[config.mk]
export PLATFORM = sky130hd
export DESIGN_NAME = irq_router
export DESIGN_NICKNAME = d
export VERILOG_FILES = /design/src/rtl/irq_router_pkg.sv /design/src/rtl/irq_router_arb.sv /design/src/rtl/irq_router_regs.sv /design/src/rtl/irq_router_map.sv /design/src/rtl/irq_router.sv
export SDC_FILE = /design/constraint.sdc
export NUM_CORES = 1
export LEC_CHECK = 0
export BUFFER_PORTS_ARGS = -buffer_cell sky130_fd_sc_hd__buf_2
export CORE_MARGIN = 10
export CORE_UTILIZATION = 35
export CTS_CLUSTER_DIAMETER = 200
export CTS_CLUSTER_SIZE = 16
export DETAILED_ROUTE_END_ITERATION = 6
export PLACE_DENSITY = 0.6
export SLEW_MARGIN = 20
export SYNTH_ARGS = -nofsm -noshare
export SYNTH_HDL_FRONTEND = slang
export SYNTH_SLANG_ARGS = --single-unit
[constraint.sdc]
create_clock -name clk -period 2.5 [get_ports clk]
set_input_delay 0.5 -clock clk [delete_from_list [all_inputs] [get_ports clk]]
set_output_delay 0.5 -clock clk [all_outputs]
set_load 0.1 [all_outputs]
[src/rtl/irq_router_pkg.sv]
package irq_router_pkg;
    localparam int ADDR_W   = 10;
    localparam int DATA_W   = 32;
    localparam int IPI_W    = 3;
    localparam int ID_SHIFT = 18;

    localparam logic [ADDR_W-1:0] OFF_EN_CLR = 10'h180;
    localparam logic [ADDR_W-1:0] OFF_EN_SET = 10'h184;
    localparam logic [ADDR_W-1:0] OFF_SA_CLR = 10'h188;
    localparam logic [ADDR_W-1:0] OFF_SA_SET = 10'h18C;
    localparam logic [ADDR_W-1:0] OFF_ID     = 10'h1A0;
    localparam logic [ADDR_W-1:0] OFF_STALL  = 10'h200;
    localparam logic [ADDR_W-1:0] OFF_CTL    = 10'h220;
endpackage

[src/rtl/irq_router_arb.sv]
module irq_router_arb #(
    parameter int N = 4,
    localparam int IW = $clog2(N)
) (
    input  logic          clk,
    input  logic          rst_n,
    input  logic [N-1:0]  req,
    output logic [N-1:0]  gnt,
    output logic [IW-1:0] sel,
    output logic          busy
);
    // fixed priority: lowest index wins
    always_comb begin
        gnt  = '0;
        sel  = '0;
        busy = 1'b0;
        for (int i = N - 1; i >= 0; i--) begin
            if (req[i]) begin
                gnt    = '0;
                gnt[i] = 1'b1;
                sel    = IW'(i);
                busy   = 1'b1;
            end
        end
    end

    p_gnt_onehot_r11: assert property (@(posedge clk) disable iff (!rst_n)
        $onehot0(gnt));
    p_gnt_needs_req_r11: assert property (@(posedge clk) disable iff (!rst_n)
        (gnt & ~req) == '0);

    for (genvar c = 1; c < N; c++) begin : g_prio
        p_gnt_lowest_r11: assert property (@(posedge clk) disable iff (!rst_n)
            gnt[c] |-> (req[c-1:0] == '0));
    end
endmodule

[src/rtl/irq_router_regs.sv]
module irq_router_regs
    import irq_router_pkg::*;
#(
    parameter int N_CORE = 4,
    parameter int N_LINE = 8,
    localparam int IW = $clog2(N_CORE)
) (
    input  logic                     clk,
    input  logic                     rst_n,
    input  logic                     wr_en,
    input  logic                     rd_en,
    input  logic [IW-1:0]            port,
    input  logic [ADDR_W-1:0]        addr,
    input  logic [DATA_W-1:0]        wdata,
    output logic [DATA_W-1:0]        rd_data,
    output logic [N_LINE-1:0]        en_n,
    output logic [N_LINE-1:0]        sa_n,
    output logic [N_LINE*N_CORE-1:0] route_n,
    output logic [N_LINE*N_CORE-1:0] route_q,
    output logic [N_CORE-1:0]        stall_q
);
    typedef struct packed {
        logic [N_LINE-1:0]             en;
        logic [N_LINE-1:0]             sa;
        logic [N_LINE-1:0][N_CORE-1:0] route;
        logic [N_CORE-1:0]             stall;
        logic [N_CORE-1:0]             ctl;
    } regs_t;

    regs_t r_d, r_q;
    logic  hit;
    logic  unused_wdata;

    assign unused_wdata = ^wdata;

    always_comb begin
        r_d     = r_q;
        hit     = 1'b0;
        rd_data = '0;
        // routing slots: one per implemented line
        for (int l = 0; l < N_LINE; l++) begin
            if (addr == ADDR_W'(l)) begin
                hit = 1'b1;
                if (wr_en) r_d.route[l] = wdata[N_CORE-1:0];
                if (rd_en) rd_data = DATA_W'(r_q.route[l]);
            end
        end
        case (addr)
            OFF_EN_CLR: begin
                hit = 1'b1;
                if (wr_en) r_d.en = r_q.en & ~wdata[N_LINE-1:0];
                if (rd_en) rd_data = DATA_W'(r_q.en);
            end
            OFF_EN_SET: begin
                hit = 1'b1;
                if (wr_en) r_d.en = r_q.en | wdata[N_LINE-1:0];
            end
            OFF_SA_CLR: begin
                hit = 1'b1;
                if (wr_en) r_d.sa = r_q.sa & ~wdata[N_LINE-1:0];
                if (rd_en) rd_data = DATA_W'(r_q.sa);
            end
            OFF_SA_SET: begin
                hit = 1'b1;
                if (wr_en) r_d.sa = r_q.sa | wdata[N_LINE-1:0];
            end
            OFF_ID: begin
                if (rd_en) rd_data = (DATA_W'(N_CORE - 1) << ID_SHIFT) | DATA_W'(port);
            end
            OFF_STALL: begin
                hit = 1'b1;
                if (wr_en) r_d.stall = wdata[N_CORE-1:0];
                if (rd_en) rd_data = DATA_W'(r_q.stall);
            end
            OFF_CTL: begin
                hit = 1'b1;
                for (int c = 0; c < N_CORE; c++) begin
                    if (port == IW'(c)) begin
                        if (wr_en) r_d.ctl[c] = wdata[0];
                        if (rd_en) rd_data = DATA_W'(r_q.ctl[c]);
                    end
                end
            end
            default: ;
        endcase
    end

    always_ff @(posedge clk or negedge rst_n) begin
        if (!rst_n) begin
            r_q.en    <= '1;
            r_q.sa    <= '0;
            r_q.stall <= ~N_CORE'(1);
            r_q.ctl   <= '0;
            for (int l = 0; l < N_LINE; l++) r_q.route[l] <= N_CORE'(1);
        end else begin
            r_q <= r_d;
        end
    end

    assign en_n    = r_d.en;
    assign sa_n    = r_d.sa;
    assign route_n = r_d.route;
    assign route_q = r_q.route;
    assign stall_q = r_q.stall;

    p_en_clear_r2: assert property (@(posedge clk) disable iff (!rst_n)
        (wr_en && addr == OFF_EN_CLR) |=> ((r_q.en & $past(wdata[N_LINE-1:0])) == '0));
    p_en_set_r2: assert property (@(posedge clk) disable iff (!rst_n)
        (wr_en && addr == OFF_EN_SET) |=>
            ((r_q.en & $past(wdata[N_LINE-1:0])) == $past(wdata[N_LINE-1:0])));
    p_sa_clear_r3: assert property (@(posedge clk) disable iff (!rst_n)
        (wr_en && addr == OFF_SA_CLR) |=> ((r_q.sa & $past(wdata[N_LINE-1:0])) == '0));
    p_sa_set_r3: assert property (@(posedge clk) disable iff (!rst_n)
        (wr_en && addr == OFF_SA_SET) |=>
            ((r_q.sa & $past(wdata[N_LINE-1:0])) == $past(wdata[N_LINE-1:0])));
    p_unmapped_write_r9: assert property (@(posedge clk) disable iff (!rst_n)
        (wr_en && !hit) |=> $stable(r_q));
endmodule

[src/rtl/irq_router_map.sv]
module irq_router_map
    import irq_router_pkg::*;
#(
    parameter int N_CORE = 4,
    parameter int N_LINE = 8,
    localparam int OUT_W = N_LINE + 2
) (
    input  logic                     clk,
    input  logic                     rst_n,
    input  logic [N_LINE-1:0]        line_in,
    input  logic [N_CORE*IPI_W-1:0]  ipi_in,
    input  logic [N_LINE-1:0]        en_n,
    input  logic [N_LINE-1:0]        sa_n,
    input  logic [N_LINE*N_CORE-1:0] route_n,
    output logic [N_CORE*OUT_W-1:0]  irq_out
);
    logic [N_LINE-1:0]             live;
    logic [N_CORE-1:0][N_LINE-1:0] ext;
    logic [N_CORE*OUT_W-1:0]       irq_d, irq_q;
    logic                          armed_q;

    always_comb begin
        live = (line_in & en_n) | sa_n;
        for (int c = 0; c < N_CORE; c++) begin
            for (int l = 0; l < N_LINE; l++) ext[c][l] = live[l] & route_n[l*N_CORE + c];
            irq_d[c*OUT_W +: OUT_W] = {ext[c], 2'b00} | OUT_W'(ipi_in[c*IPI_W +: IPI_W]);
        end
    end

    always_ff @(posedge clk or negedge rst_n) begin
        if (!rst_n) begin
            irq_q   <= '0;
            armed_q <= 1'b0;
        end else begin
            irq_q   <= irq_d;
            armed_q <= 1'b1;
        end
    end

    assign irq_out = irq_q;

    for (genvar c = 0; c < N_CORE; c++) begin : g_chk
        p_ipi_low_bits_r4: assert property (@(posedge clk) disable iff (!rst_n)
            armed_q |-> (irq_q[c*OUT_W +: 2] == $past(ipi_in[c*IPI_W +: 2])));
    end
endmodule

[src/rtl/irq_router.sv]
module irq_router
    import irq_router_pkg::*;
#(
    parameter int N_CORE = 4,
    parameter int N_LINE = 8,
    localparam int IW    = $clog2(N_CORE),
    localparam int OUT_W = N_LINE + 2
) (
    input  logic                      clk,
    input  logic                      rst_n,
    input  logic [N_LINE-1:0]         line_in,
    input  logic [N_CORE*IPI_W-1:0]   ipi_in,
    input  logic [N_CORE-1:0]         req,
    input  logic [N_CORE-1:0]         we,
    input  logic [N_CORE*ADDR_W-1:0]  addr,
    input  logic [N_CORE*DATA_W-1:0]  wdata,
    output logic [N_CORE-1:0]         gnt,
    output logic [N_CORE-1:0]         rvalid,
    output logic [N_CORE*DATA_W-1:0]  rdata,
    output logic [N_CORE*OUT_W-1:0]   irq_out,
    output logic [N_CORE-1:0]         stall_out
);
    logic [IW-1:0]            sel;
    logic                     busy, wr_en, rd_en;
    logic [ADDR_W-1:0]        sel_addr;
    logic [DATA_W-1:0]        sel_wdata, rd_data;
    logic [N_LINE-1:0]        en_n, sa_n;
    logic [N_LINE*N_CORE-1:0] route_n, route_q;
    logic [N_CORE-1:0]        rvalid_d, rvalid_q;
    logic [N_CORE*DATA_W-1:0] rdata_d, rdata_q;

    irq_router_arb #(.N(N_CORE)) u_arb (
        .clk(clk), .rst_n(rst_n), .req(req), .gnt(gnt), .sel(sel), .busy(busy)
    );

    assign sel_addr  = addr[sel*ADDR_W +: ADDR_W];
    assign sel_wdata = wdata[sel*DATA_W +: DATA_W];
    assign wr_en     = busy & we[sel];
    assign rd_en     = busy & ~we[sel];

    irq_router_regs #(.N_CORE(N_CORE), .N_LINE(N_LINE)) u_regs (
        .clk(clk), .rst_n(rst_n), .wr_en(wr_en), .rd_en(rd_en), .port(sel),
        .addr(sel_addr), .wdata(sel_wdata), .rd_data(rd_data),
        .en_n(en_n), .sa_n(sa_n), .route_n(route_n), .route_q(route_q),
        .stall_q(stall_out)
    );

    irq_router_map #(.N_CORE(N_CORE), .N_LINE(N_LINE)) u_map (
        .clk(clk), .rst_n(rst_n), .line_in(line_in), .ipi_in(ipi_in),
        .en_n(en_n), .sa_n(sa_n), .route_n(route_n), .irq_out(irq_out)
    );

    // read response: one clock after the grant
    always_comb begin
        rvalid_d = gnt & ~we;
        rdata_d  = rdata_q;
        if (rd_en) rdata_d[sel*DATA_W +: DATA_W] = rd_data;
    end

    always_ff @(posedge clk or negedge rst_n) begin
        if (!rst_n) begin
            rvalid_q <= '0;
            rdata_q  <= '0;
        end else begin
            rvalid_q <= rvalid_d;
            rdata_q  <= rdata_d;
        end
    end

    assign rvalid = rvalid_q;
    assign rdata  = rdata_q;

    p_rvalid_onehot_r11: assert property (@(posedge clk) disable iff (!rst_n)
        $onehot0(rvalid));

    for (genvar c = 0; c < N_CORE; c++) begin : g_core
        for (genvar l = 1; l < N_LINE; l++) begin : g_line
            p_route_mask_r1: assert property (@(posedge clk) disable iff (!rst_n)
                irq_out[c*OUT_W + l + 2] |-> route_q[l*N_CORE + c]);
        end
    end
endmodule

### Yosys cells after proc, flatten, opt, wreduce, memory -nomap -nowiden

Index checks and enable logic that the tools add are counted.

| storage, ports and cells | value |
|---|---|
| register bits | 228 |
| input port bits | 198 |
| output and inout bits | 180 |

| operators by class | value |
|---|---|
| $add $sub $neg | 1 |
| multipliers | 1 |
| order comparisons | 1 |
| eq/ne operators | 17 |
| shift-type cells | 4 |
| multiplexer cells | 66 |
| bitwise operators | 48 |
| reductions and logical operators | 7 |

Operator list:

| operator | count |
|---|---|
| 32-bit two-way mux | 26 |
| 32-bit case mux with 5 select lines | 1 |
| 128-bit bitwise mux | 1 |
| 32-bit by 34-bit variable shift with 128-bit output, first input constant | 1 |
| 128-bit by 8-bit indexed part select with 8-bit output | 1 |
| 32-bit by 34-bit indexed part select with 128-bit output | 1 |
| 4-bit two-way mux | 22 |
| 10-bit by 9-bit equality test with 1-bit output, second input constant | 5 |
| 10-bit by 3-bit equality test with 1-bit output, second input constant | 4 |
| 10-bit by 3-bit bitwise OR with 10-bit output | 4 |
| 40-bit by 7-bit indexed part select with 10-bit output | 1 |
| 1-bit bitwise AND | 34 |
| 7-bit negation with 34-bit output | 1 |
| 8-bit two-way mux | 4 |
| 8-bit case mux with 2 select lines | 2 |
| 8-bit bitwise AND | 3 |
| 8-bit bitwise OR | 3 |
| 10-bit equality test, second input constant | 2 |
| 10-bit by 2-bit equality test with 1-bit output, second input constant | 2 |
| 3-bit AND reduction | 4 |
| 10-bit by 1-bit equality test with 1-bit output, second input constant | 1 |
| 10-bit zero test | 1 |
| 2-bit two-way mux | 4 |
| 8-bit inverter | 1 |
| other kinds (11) | 16 |

### Longest topological paths before layout

Gate-level depths: netlist of the first run.

| logic depth | value |
|---|---|
| depth after elaboration | 35 |
| depth in mapped cells | 14 |
| mapped depth without buffers | 10 |

### Hierarchy

From an unflattened synthesis of the first run, not the netlist that was laid out.

| second synthesis, totals | value |
|---|---|
| cell total of the unflattened synthesis | 1043 |
| area total of the unflattened synthesis | 11817.6 sq um |

By module, submodules not included:

| module | times used | cells an instance | area each (sq um) |
|---|---|---|---|
| irq_router | 1 | 621 | 7005.5 |
| irq_router_regs | 1 | 331 | 3502.1 |
| irq_router_map | 1 | 80 | 1248.7 |
| irq_router_arb | 1 | 11 | 61.3 |

### Least setup slack after synthesis of the first run

Ideal clock, no wire load.

| timing path | value |
|---|---|
| kind | input to register |
| start | in req[2] |
| end | reg u_map.irq_q[38] (netlist: u_map.irq_out[38]) |
| data arrival time | 3.584 ns |
| path slack | -1.214 ns |
| stages on the path | 12 |
| path buffers | 4 |
| cells stage by stage | buf_2 > buf_4 > clkbuf_1 > clkbuf_1 > nor2_1 > a22oi_1 > o21ai_0 > nand2_1 > o21ai_0 > o21ai_0 > a21oi_1 > nor2b_1 |

RTL lines:

| element | line | RTL |
|---|---|---|
| start: declaration | irq_router.sv:13 | `input logic [N_CORE-1:0] req,` |
| end signal: assignment | irq_router_map.sv:35 | `irq_q <= irq_d;` |
| end: declaration | irq_router_map.sv:19 | `logic [N_CORE*OUT_W-1:0] irq_d, irq_q;` |

### Worst setup path in the final report of the first run

| timing path | value |
|---|---|
| start | in req[2] |
| end | reg rdata_q[99] (netlist: rdata[99]) |

| between the ends | value |
|---|---|
| longest elaborated chain between the ends | 34 |

Ends and longest elaborated chain:

| element | line | RTL |
|---|---|---|
| parallel branches: the longest is 34 deep, another holds 2-bit by 3-bit multiplier with 5-bit output | -- |  |
| end signal: assignment | irq_router.sv:66 | `rdata_q <= rdata_d;` |
| end: declaration | irq_router.sv:30 | `logic [N_CORE*DATA_W-1:0] rdata_d, rdata_q;` |

Several ways; the timed one is not identified. The select of a mux whose other input is x is not followed.
A chain may end at the register's enable or synchronous reset.

==> results of run 1 <==
[timing repair]
item | 4_1_cts | 5_1_grt
cloned | 1 | 0
pin swaps | 10 | 33
endpoints found under the setup margin | 78 | 92
setup buffers | 5 | 12
gates resized for setup | 38 | 100
[cell type report]
| cell class | instances | area, um2 | area share (%) |
|---|---|---|---|
| multi-input cells | 575 | 4070 | 37.3 |
| flip-flops and latches | 136 | 3430 | 31.5 |
| well taps | 275 | 344 | 3.16 |
| clock buffers | 19 | 433 | 3.97 |
| repair buffers | 354 | 2340 | 21.5 |
| inverters | 28 | 109 | 0.999 |
| clock inverters | 13 | 170 | 1.56 |
[worst reg2reg max path, delay by kind of cell (launching register included)]
| family | cells | cell delay (ns) |
|---|---|---|
| AO/OA/AOI/OAI | 5 | 1.13 |
| flip-flops | 1 | 0.58 |
| AND/OR/NAND/NOR | 1 | 0.09 |
[state kept, by name, summed over array words and instances, names as in the netlist]
register        flops
u_regs.stall_q      4
u_regs.route_q     32
u_map.irq_out      40
rvalid              4
rdata              36
u_regs.r_q         20
[worst min path at each step]
stage	startpoint	end
3_5_place_dp	rdata[39]	rdata[39]
4_1_cts	ipi_in[7]	u_map.irq_out[21]
2_1_floorplan	rst_n	rdata[0]
6_report	rst_n	u_map.irq_out[1]
3_3_place_gp	rdata[5]	rdata[5]
5_1_grt	ipi_in[0]	u_map.irq_out[0]
[logic make-up (layout without fill, tap and decap cells)]
group / after synthesis / after routing / synth area share [%]
mux: 31 / 31 / 4.48
buf+inv: 152 / 414 / 13.0
simple gates: 258 / 259 / 17.9
flops: 136 / 136 / 46.5
other cells: 1 / 88 / 0.0509
compound gates: 197 / 197 / 18.1
[stage by stage]
stage	power, mW	area (um2)	cells	hold slack, ns
after floorplan	4.03	8060	862	0.204
after global placement	4.49	9590	1352	0.462
after detailed placement	4.50	9590	1352	0.471
after CTS	7.13	10400	1390	0.163
after global routing	7.45	10900	1400	0.160
final	7.18	10900	1400	0.171
[placed cells by master, fill, tap and decap left out, types with 7 or more instances in the layout]
cell type,instances
o21ai_2,19
a22oi_1,8
buf_6,20
buf_4,143
clkbuf_16,17
mux2i_4,8
or2_4,7
dfstp_2,19
nor2_1,56
o21ai_1,26
buf_2,185
mux2_4,7
nand3_1,11
nand3b_1,9
nor2_2,11
a21o_1,7
nand2b_1,7
conb_1,88
dfrtp_1,117
a21oi_1,23
or3_1,7
a21oi_2,19
inv_1,23
mux2i_1,9
o21ai_0,19
nand2_1,80
[report_power, final]
| part | switching [mW] | internal, mW | total (mW) |
|---|---|---|---|
| sequential | 0.0695 | 2.31 | 2.38 |
| clock | 1.01 | 1.58 | 2.59 |
| combinational | 1.68 | 0.521 | 2.20 |
[metal layers]
| metal | vias to the layer above | wire, um | track usage (%) | share of wire, % |
|---|---|---|---|---|
| li1 | 3246 | - | - | - |
| met1 | 3234 | 10700 | 22.7 | 41 |
| met2 | 212 | 12900 | 30.9 | 50 |
| met3 | 17 | 1980 | 5.03 | 7.7 |
| met4 | 2 | 222 | 3.18 | 0.86 |
| met5 | - | 13 | 0 | 0.050 |
==> results.json, run 1 <==
{
  "min_path_type": "input pin to async pin",
  "maxCapViolCount": 0,
  "grt_max_degree": 137,
  "viasPerCell": 4.79,
  "synth_area_mm2": 0.00737,
  "dr.pass1.iters": 5,
  "crit_end": "rdata[99]",
  "portBuffers": 193,
  "crit_type": "input pin to flop",
  "r2r_cells": 6,
  "place_worst_setup_slack_ns": -0.734,
  "leakage_nw": 5.28,
  "overflow": 0,
  "path_buf_inv": 2,
  "grt_usage_pct": 18.2,
  "cp.depth": 11,
  "cts_max_path_buffers": 2,
  "dp_hpwl_um": 20200,
  "avgRoutedWirePerCell_um": 18.5,
  "grt_pass1_wl_um": 38500,
  "start_kind": "input pin",
  "skew_ns": 0.00912,
  "crit_slowest_cell": "or4_4",
  "crit_family": "simple AND/OR/NAND/NOR gates",
  "vias": 6711,
  "cts.sinks": 136,
  "fill_cells": 1951,
  "root_buffer": "clkbuf_16",
  "async_flop_share_pct": 100,
  "finalSetupTns_ns": -5.29,
  "area_growth_pct": 47.8,
  "path_clk_slew_ns": 0.06,
  "grt_pass1_vias": 6799,
  "clock_latency_ns": 0.42,
  "tritoncts": "built",
  "drc": 0,
  "cts-htree-levels": 4,
  "synth-edff-count": 0,
  "die_w_um": 165,
  "synth_cells": 775,
  "cts_buffers": 17,
  "ys_seq_area_share_pct": 46.5,
  "postCtsHoldBufs": 0,
  "yosysTopAreaCell": "dfrtp_1",
  "cp_data_arrival_time_ns": 3.03,
  "ant_nets": 0,
  "drv_slew": 0,
  "nNetsFinal": 1310,
  "synthTopCellsByCount": "dfrtp_1, buf_4, nand2_1",
  "finalCriticalPeriod_ns": 2.68,
  "yosysWarningCount": 0,
  "crit_fanout": 8,
  "fin_util_pct": 52.2,
  "drive_above_1_share_pct": 49.5,
  "fin_ws_ns": -0.182,
  "place_congestion": 0.895,
  "rsz0062_at_grt": "yes",
  "crit-reg2reg-launch": "u_regs.route_q[4]",
  "crit_start": "req[2]",
  "tightest_slew_ns": 0.729,
  "ys_top_cells_by_area": "dfrtp_1, buf_4, dfstp_2",
  "required_ns": 2.85,
  "ys_ff_latch": 136,
  "core_mm2": 0.0209,
  "antenna_cells": 0,
  "floorplan.initialDensity_pct": 35.3,
  "violations": "negative setup slack",
  "critPathMaxStageDelay_ns": 0.56,
  "synthDominantCellAreaShare_pct": 39.7,
  "r2r_end": "rdata[96]",
  "synth_most_common_cell": "dfrtp_1",
  "fmax_ghz": 0.373,
  "setup_violations": 61,
  "cp-end-kind": "flop",
  "drt-total-wl_um": 25900,
  "min_period_over_period_pct": 107,
  "ios": 378,
  "synth_ff_type": "dfrtp_1",
  "avgSynthCellArea_um2": 9.52,
  "die_area_mm2": 0.0273,
  "powerDensity_mw_per_mm2": 659,
  "dieHeight_um": 165,
  "ir_drop_uv": 519,
  "rows": 53,
  "antenna_found_initial": 1,
  "path_cells": "buf_6 -> nor3_4 -> or2_4 -> a221oi_4 -> o211ai_1 -> buf_4 -> or4_4 -> nor3_2 -> a222oi_1 -> o22a_2 -> a21oi_2",
  "rrSetupSlack_ns": 0.62,
  "hold_viol": 0,
  "relSlewSlack_pct": 51.4,
  "ys_types": 75,
  "outcome": "finished, violations left",
  "first_iter_violations": 426
}
Power figures use the tool's default switching activity.
==> run 2: changes to the inputs <==
--- a/config.mk
+++ b/config.mk
@@ -11,8 +11,9 @@
 export CTS_CLUSTER_DIAMETER = 200
 export CTS_CLUSTER_SIZE = 16
 export DETAILED_ROUTE_END_ITERATION = 6
-export PLACE_DENSITY = 0.6
+export PLACE_DENSITY = 0.55
 export SLEW_MARGIN = 20
 export SYNTH_ARGS = -nofsm -noshare
 export SYNTH_HDL_FRONTEND = slang
+export SYNTH_HIERARCHICAL = 1
 export SYNTH_SLANG_ARGS = --single-unit
==> run 2 against run 1 <==
The run still ends with negative setup slack left. Worst setup slack got worse by 0.29 ns. Register-to-register slack improved by 0.15 ns. Worst hold slack lost 0.077 ns. Non-clock buffer count increased by 99. Clock skew grew 0.011 ns. Sequential share of layout area rose by 5.4 points. Die area rose by 43%. Critical path type unchanged. Largest cell class is now registers. Highest routed layer is now met4.
==> results.json, run 2 <==
{
  "skew_ns": 0.0204,
  "hold_viol": 0,
  "dieHeight_um": 198,
  "path_clk_slew_ns": 0.09,
  "grt_usage_pct": 17.6,
  "layout_common_cells": "buf_2, dfrtp_1, nand2_1",
  "yosysWarningCount": 6,
  "first_iter_violations": 367,
  "grt_pass1_vias": 9168,
  "ir_drop_uv": 471,
  "die_w_um": 198,
  "viasPerCell": 4.70,
  "cp-end-kind": "flop",
  "rsz0062_at_grt": "yes",
  "required_ns": 2.87,
  "antenna_found_initial": 0,
  "largest_reg_flops": 128,
  "fmax_ghz": 0.337,
  "cts_buffers": 18,
  "power_mw": 11.0,
  "vias": 8506,
  "ios": 378,
  "relSlewSlack_pct": 62.6,
  "drv_slew": 0,
  "rrSetupSlack_ns": 0.77,
  "finalCriticalPeriod_ns": 2.97,
  "min_path_type": "input pin to flop",
  "min_path_cells": 1,
  "crit_fanout": 6,
  "dr.pass1.iters": 4,
  "setup_violations": 124,
  "grt_pass1_wl_um": 54000,
  "powerDensity_mw_per_mm2": 710,
  "cts-htree-levels": 1,
  "start_kind": "input pin",
  "min_period_over_period_pct": 119,
  "r2r_cells": 7,
  "fill_cells": 2843,
  "crit_type": "input pin to flop",
  "fin_ws_ns": -0.471,
  "place_worst_setup_slack_ns": -1.03,
  "floorplan.initialDensity_pct": 35.8,
  "dp_hpwl_um": 26600,
  "min_to": "u_map/irq_out[10]",
  "overflow": 0,
  "avgRoutedWirePerCell_um": 19.6,
  "root_buffer": "clkbuf_16",
  "cts.sinks": 228,
  "hold_ws_ns": 0.0945,
  "drc": 0,
  "place_congestion": 0.876,
  "synth_cells": 985,
  "die_area_mm2": 0.0390,
  "leakage_nw": 8.16,
  "drt-total-wl_um": 35500,
  "portBuffers": 281,
  "min_from": "ipi_in[3]",
  "violations": "negative setup slack",
  "cp_data_arrival_time_ns": 3.34,
  "maxCapViolCount": 0,
  "area_growth_pct": 41.1,
  "grt_max_degree": 65,
  "outcome": "finished, violations left",
  "crit-reg2reg-launch": "u_regs/route_q[15]",
  "core_mm2": 0.0308,
  "tritoncts": "built",
  "ant_nets": 0,
  "nNetsFinal": 1607,
  "r2r_end": "rdata[35]",
  "synth_area_mm2": 0.0110,
  "cts_max_path_buffers": 3,
  "antenna_cells": 0,
  "rows": 64,
  "tightest_slew_ns": 0.565,
  "final_common_cell": "buf_2",
  "drive_above_1_share_pct": 48.5,
  "avgSynthCellArea_um2": 11.2,
  "clock_latency_ns": 0.50
}
## run 2: cell count changes in the layout (fill, tap and decap cells not counted), sizes merged, moves of 21 or more
cell   before  now
nor2b      12   35
o21ai      66   25
nand2      85  151
mux2       13   54
buf       354  452
mux4        0   21
mux2i      18  130
nor2       72   25
conb       88   22
inv        27  132
a21oi      45   14
dfrtp     117  209
## run 2: cell type report
cell class                      instances  area, um2  share of cell area [%]
Timing Repair Buffer                  453       3100                    19.9
Inverter                              133        499                    3.21
Clock inverter                          1       16.3                   0.105
Tap cell                              396        495                    3.18
Multi-Input combinational cell        570       5210                    33.5
Clock buffer                           29        513                    3.30
Sequential cell                       228       5730                    36.8
## run 2: worst max-delay path, stage by stage
cell and delay (ns):
buf_6 0.09, nand2b_4 0.14, a21oi_4 0.22, buf_12 0.17, mux4_2 0.52, or4_4 0.56
buf_8 0.16, buf_4 0.14, nor2_4 0.10, and4_4 0.28, mux2_4 0.32, nor2b_1 0.13
## run 2: timing repair
item | CTS | global route
resized for setup | 73 | 114
hold buffers | 1 | 0
hold endpoints to repair | 58 | 0
gates cloned | 1 | 0
pin swaps | 4 | 50
setup buffers | 15 | 23
endpoints found under the setup margin | 123 | 128
## run 2: through the flow
stage	TNS (ns)	area, um2	utilization (%)	cells
floorplan	-91.25	11300	-	1006
global placement	-108.24	14000	45.3	1744
detailed placement	-112.31	14000	45.3	1744
CTS	-29.44	14900	48.4	1791
global route	-45.67	15600	50.5	1810
finish	-36.46	15600	50.5	1810
## run 2: how the worst max path moves through the flow
stage / from / to / slack (ns) / cells past startpoint
floorplan: req[2] / u_map/irq_out[18] / -0.92 / 12
global placement: req[2] / u_map/irq_out[4] / -1.02 / 14
detailed placement: req[2] / u_map/irq_out[24] / -1.03 / 14
CTS: req[2] / rdata[32] / -0.43 / 14
global route: req[2] / rdata[99] / -0.57 / 13
finish: req[2] / u_map/irq_out[15] / -0.47 / 12
## run 2: power breakdown
part           switching, mW  internal [mW]
Combinational           3.17          0.882
Sequential             0.184           4.01
Clock                   1.38           1.42
Total                   4.73           6.31
## run 2: per-layer routing
layer	vias to the layer above	wire, um	track usage (%)	part of all wire [%]
li1	4038	-	-	-
met1	4211	15900	23.4	45
met2	216	16900	29.2	48
met3	41	2040	3.17	5.7
met4	0	697	3.84	2.0
met5	-	0	0	0
==> run 3: changes to the inputs <==
--- a/config.mk
+++ b/config.mk
@@ -12,6 +12,7 @@
 export CTS_CLUSTER_SIZE = 16
 export DETAILED_ROUTE_END_ITERATION = 6
 export PLACE_DENSITY = 0.55
+export SETUP_SLACK_MARGIN = 0.4
 export SLEW_MARGIN = 20
 export SYNTH_ARGS = -nofsm -noshare
 export SYNTH_HDL_FRONTEND = slang
==> run 3 against run 2 <==
The run still ends with negative setup slack left. Via count down 1.5%. Power is 0.70% lower. Critical endpoint is now rdata[66]. Combinational power decreased by 3%. Critical path type unchanged. Critical path depth rose by 1. First-iteration DRC count fell by 13%. Sequential power about the same. Clock skew decreased by 0.0038 ns.
==> results.json, run 3 (same netlist as run 2, synthesis figures left out) <==
{
  "floorplan.initialDensity_pct": 35.8,
  "tritoncts": "built",
  "ant_nets": 0,
  "place_worst_setup_slack_ns": -1.00,
  "viasPerCell": 4.72,
  "crit_fanout": 13,
  "grt_pass1_vias": 9021,
  "cts.sinks": 228,
  "tightest_slew_ns": 0.566,
  "path_buf_inv": 4,
  "place_congestion": 0.849,
  "nNetsFinal": 1572,
  "drive_above_1_share_pct": 43.9,
  "finalCriticalPeriod_ns": 2.94,
  "drv_slew": 0,
  "crit_family": "compound AO/OA/AOI/OAI gates",
  "powerDensity_mw_per_mm2": 740,
  "crit_type": "input pin to flop",
  "grt_usage_pct": 17.7,
  "path_clk_slew_ns": 0.08,
  "ir_drop_uv": 475,
  "core_mm2": 0.0308,
  "fin_ws_ns": -0.442,
  "finalSetupTns_ns": -28.89,
  "fin_util_pct": 48.1,
  "vias": 8379,
  "ios": 378,
  "required_ns": 2.92,
  "final_common_cell": "buf_2",
  "power_mw": 11.0,
  "cts_max_path_buffers": 3,
  "largest_reg_flops": 128,
  "outcome": "finished, violations left",
  "rsz0062_at_grt": "yes",
  "setup_violations": 111,
  "place_area_mm2": 0.0139,
  "portBuffers": 281,
  "drc": 0,
  "p_int_mw": 6.26,
  "netSwitchingPower_mw": 4.71,
  "first_iter_violations": 321,
  "start_kind": "input pin",
  "cp-end-kind": "flop",
  "overflow": 0,
  "rows": 64,
  "clock_latency_ns": 0.50,
  "combPwrFrac_pct": 36.0,
  "layout_common_cells": "buf_2, dfrtp_1, nand2_1",
  "area_growth_pct": 34.5,
  "hold_viol": 0,
  "min_period_over_period_pct": 118,
  "antenna_found_initial": 0,
  "cts_buffers": 18,
  "dp_hpwl_um": 26900,
  "leakage_nw": 7.85,
  "crit_slowest_cell": "mux4_2",
  "fmax_ghz": 0.340,
  "grt_max_degree": 69,
  "path_cells": "buf_6 -> nand2b_4 -> a21oi_4 -> buf_12 -> buf_8 -> mux4_2 -> buf_4 -> or4_4 -> o22ai_1 -> a21oi_1 -> o32ai_2 -> nand2_1 -> mux2i_1",
  "p_clk_share_pct": 25.7,
  "dr.pass1.iters": 4,
  "maxCapViolCount": 0,
  "fill_cells": 2904,
  "critPathMaxStageDelay_ns": 0.56,
  "fin_area_mm2": 0.0148,
  "die_area_mm2": 0.0390,
  "drt-total-wl_um": 35400,
  "p_sw_share_pct": 42.9,
  "violations": "negative setup slack",
  "relSlewSlack_pct": 62.2,
  "dieHeight_um": 198,
  "cp_data_arrival_time_ns": 3.37,
  "grt_pass1_wl_um": 54300,
  "root_buffer": "clkbuf_16",
  "die_w_um": 198,
  "power_frac_seq_pct": 38.3,
  "min_path_type": "input pin to flop",
  "skew_ns": 0.0165,
  "cts-htree-levels": 1,
  "avgRoutedWirePerCell_um": 20.0,
  "antenna_cells": 0
}
-- run 3: changes by cell type in the layout (fill, tap and decap cells not counted), sizes merged --
cell    change
buf        -35
clkbuf      +1
-- run 3: metrics by stage --
| stage | hold slack (ns) | std cells |
|---|---|---|
| after floorplan | 0.204 | 1006 |
| after global routing | 0.0712 | 1776 |
| after detailed placement | 0.479 | 1734 |
| after global placement | 0.475 | 1734 |
| after CTS | 0.0702 | 1768 |
| final | 0.0913 | 1776 |
-- run 3: timing repair --
item                                    4_1_cts  5_1_grt
pin swaps                                     5        6
endpoints found under the setup margin      176      216
setup buffers                                 2        8
hold buffers                                  1        0
gates resized for setup                      62       20
hold endpoints to repair                     63        0
-- run 3: power by group through the flow --
| stage | Sequential, mW | Clock [mW] | Combinational (mW) |
|---|---|---|---|
| finish | 4.20 | 2.82 | 3.95 |
| global route | 4.24 | 3.03 | 4.13 |
| CTS | 4.20 | 2.90 | 3.95 |
| global placement | 4.27 | 0 | 3.88 |
| detailed placement | 4.27 | 0 | 3.90 |
| floorplan | 6.39 | 0 | 0.804 |
-- run 3: path summary, 6_finish.rpt --
check / startpoint / endpoint / slack (ns) / cells after the start
max in group asynchronous: rst_n / u_regs/stall_q[2] / 1.22 / 3
setup / recovery: req[2] / rdata[66] / -0.44 / 13
min in group asynchronous: rst_n / rvalid[3] / 0.56 / 2
hold reg to reg: u_regs/r_q[3] / u_regs/r_q[3] / 0.50 / 1
setup reg to reg: u_regs/route_q[15] / rdata[67] / 0.70 / 9
hold / removal: ipi_in[3] / u_map/irq_out[10] / 0.09 / 1
-- run 3: cell type report --
| type | instances | area (um2) | share of cell area (%) |
|---|---|---|---|
| clock buffers | 30 | 517 | 3.48 |
| clock inverters | 1 | 16.3 | 0.110 |
| repair buffers | 418 | 2770 | 18.6 |
| flip-flops and latches | 228 | 5730 | 38.6 |
| well taps | 396 | 495 | 3.34 |
| multi-input cells | 570 | 4810 | 32.4 |
| inverters | 133 | 499 | 3.37 |
-- run 3: per-layer routing --
layer	global-route usage [%]	vias up	wire length, um
li1	-	3965	-
met1	23.2	4143	16100
met2	29.4	221	16800
met3	3.49	50	1800
met4	4.07	0	763
met5	0	-	0
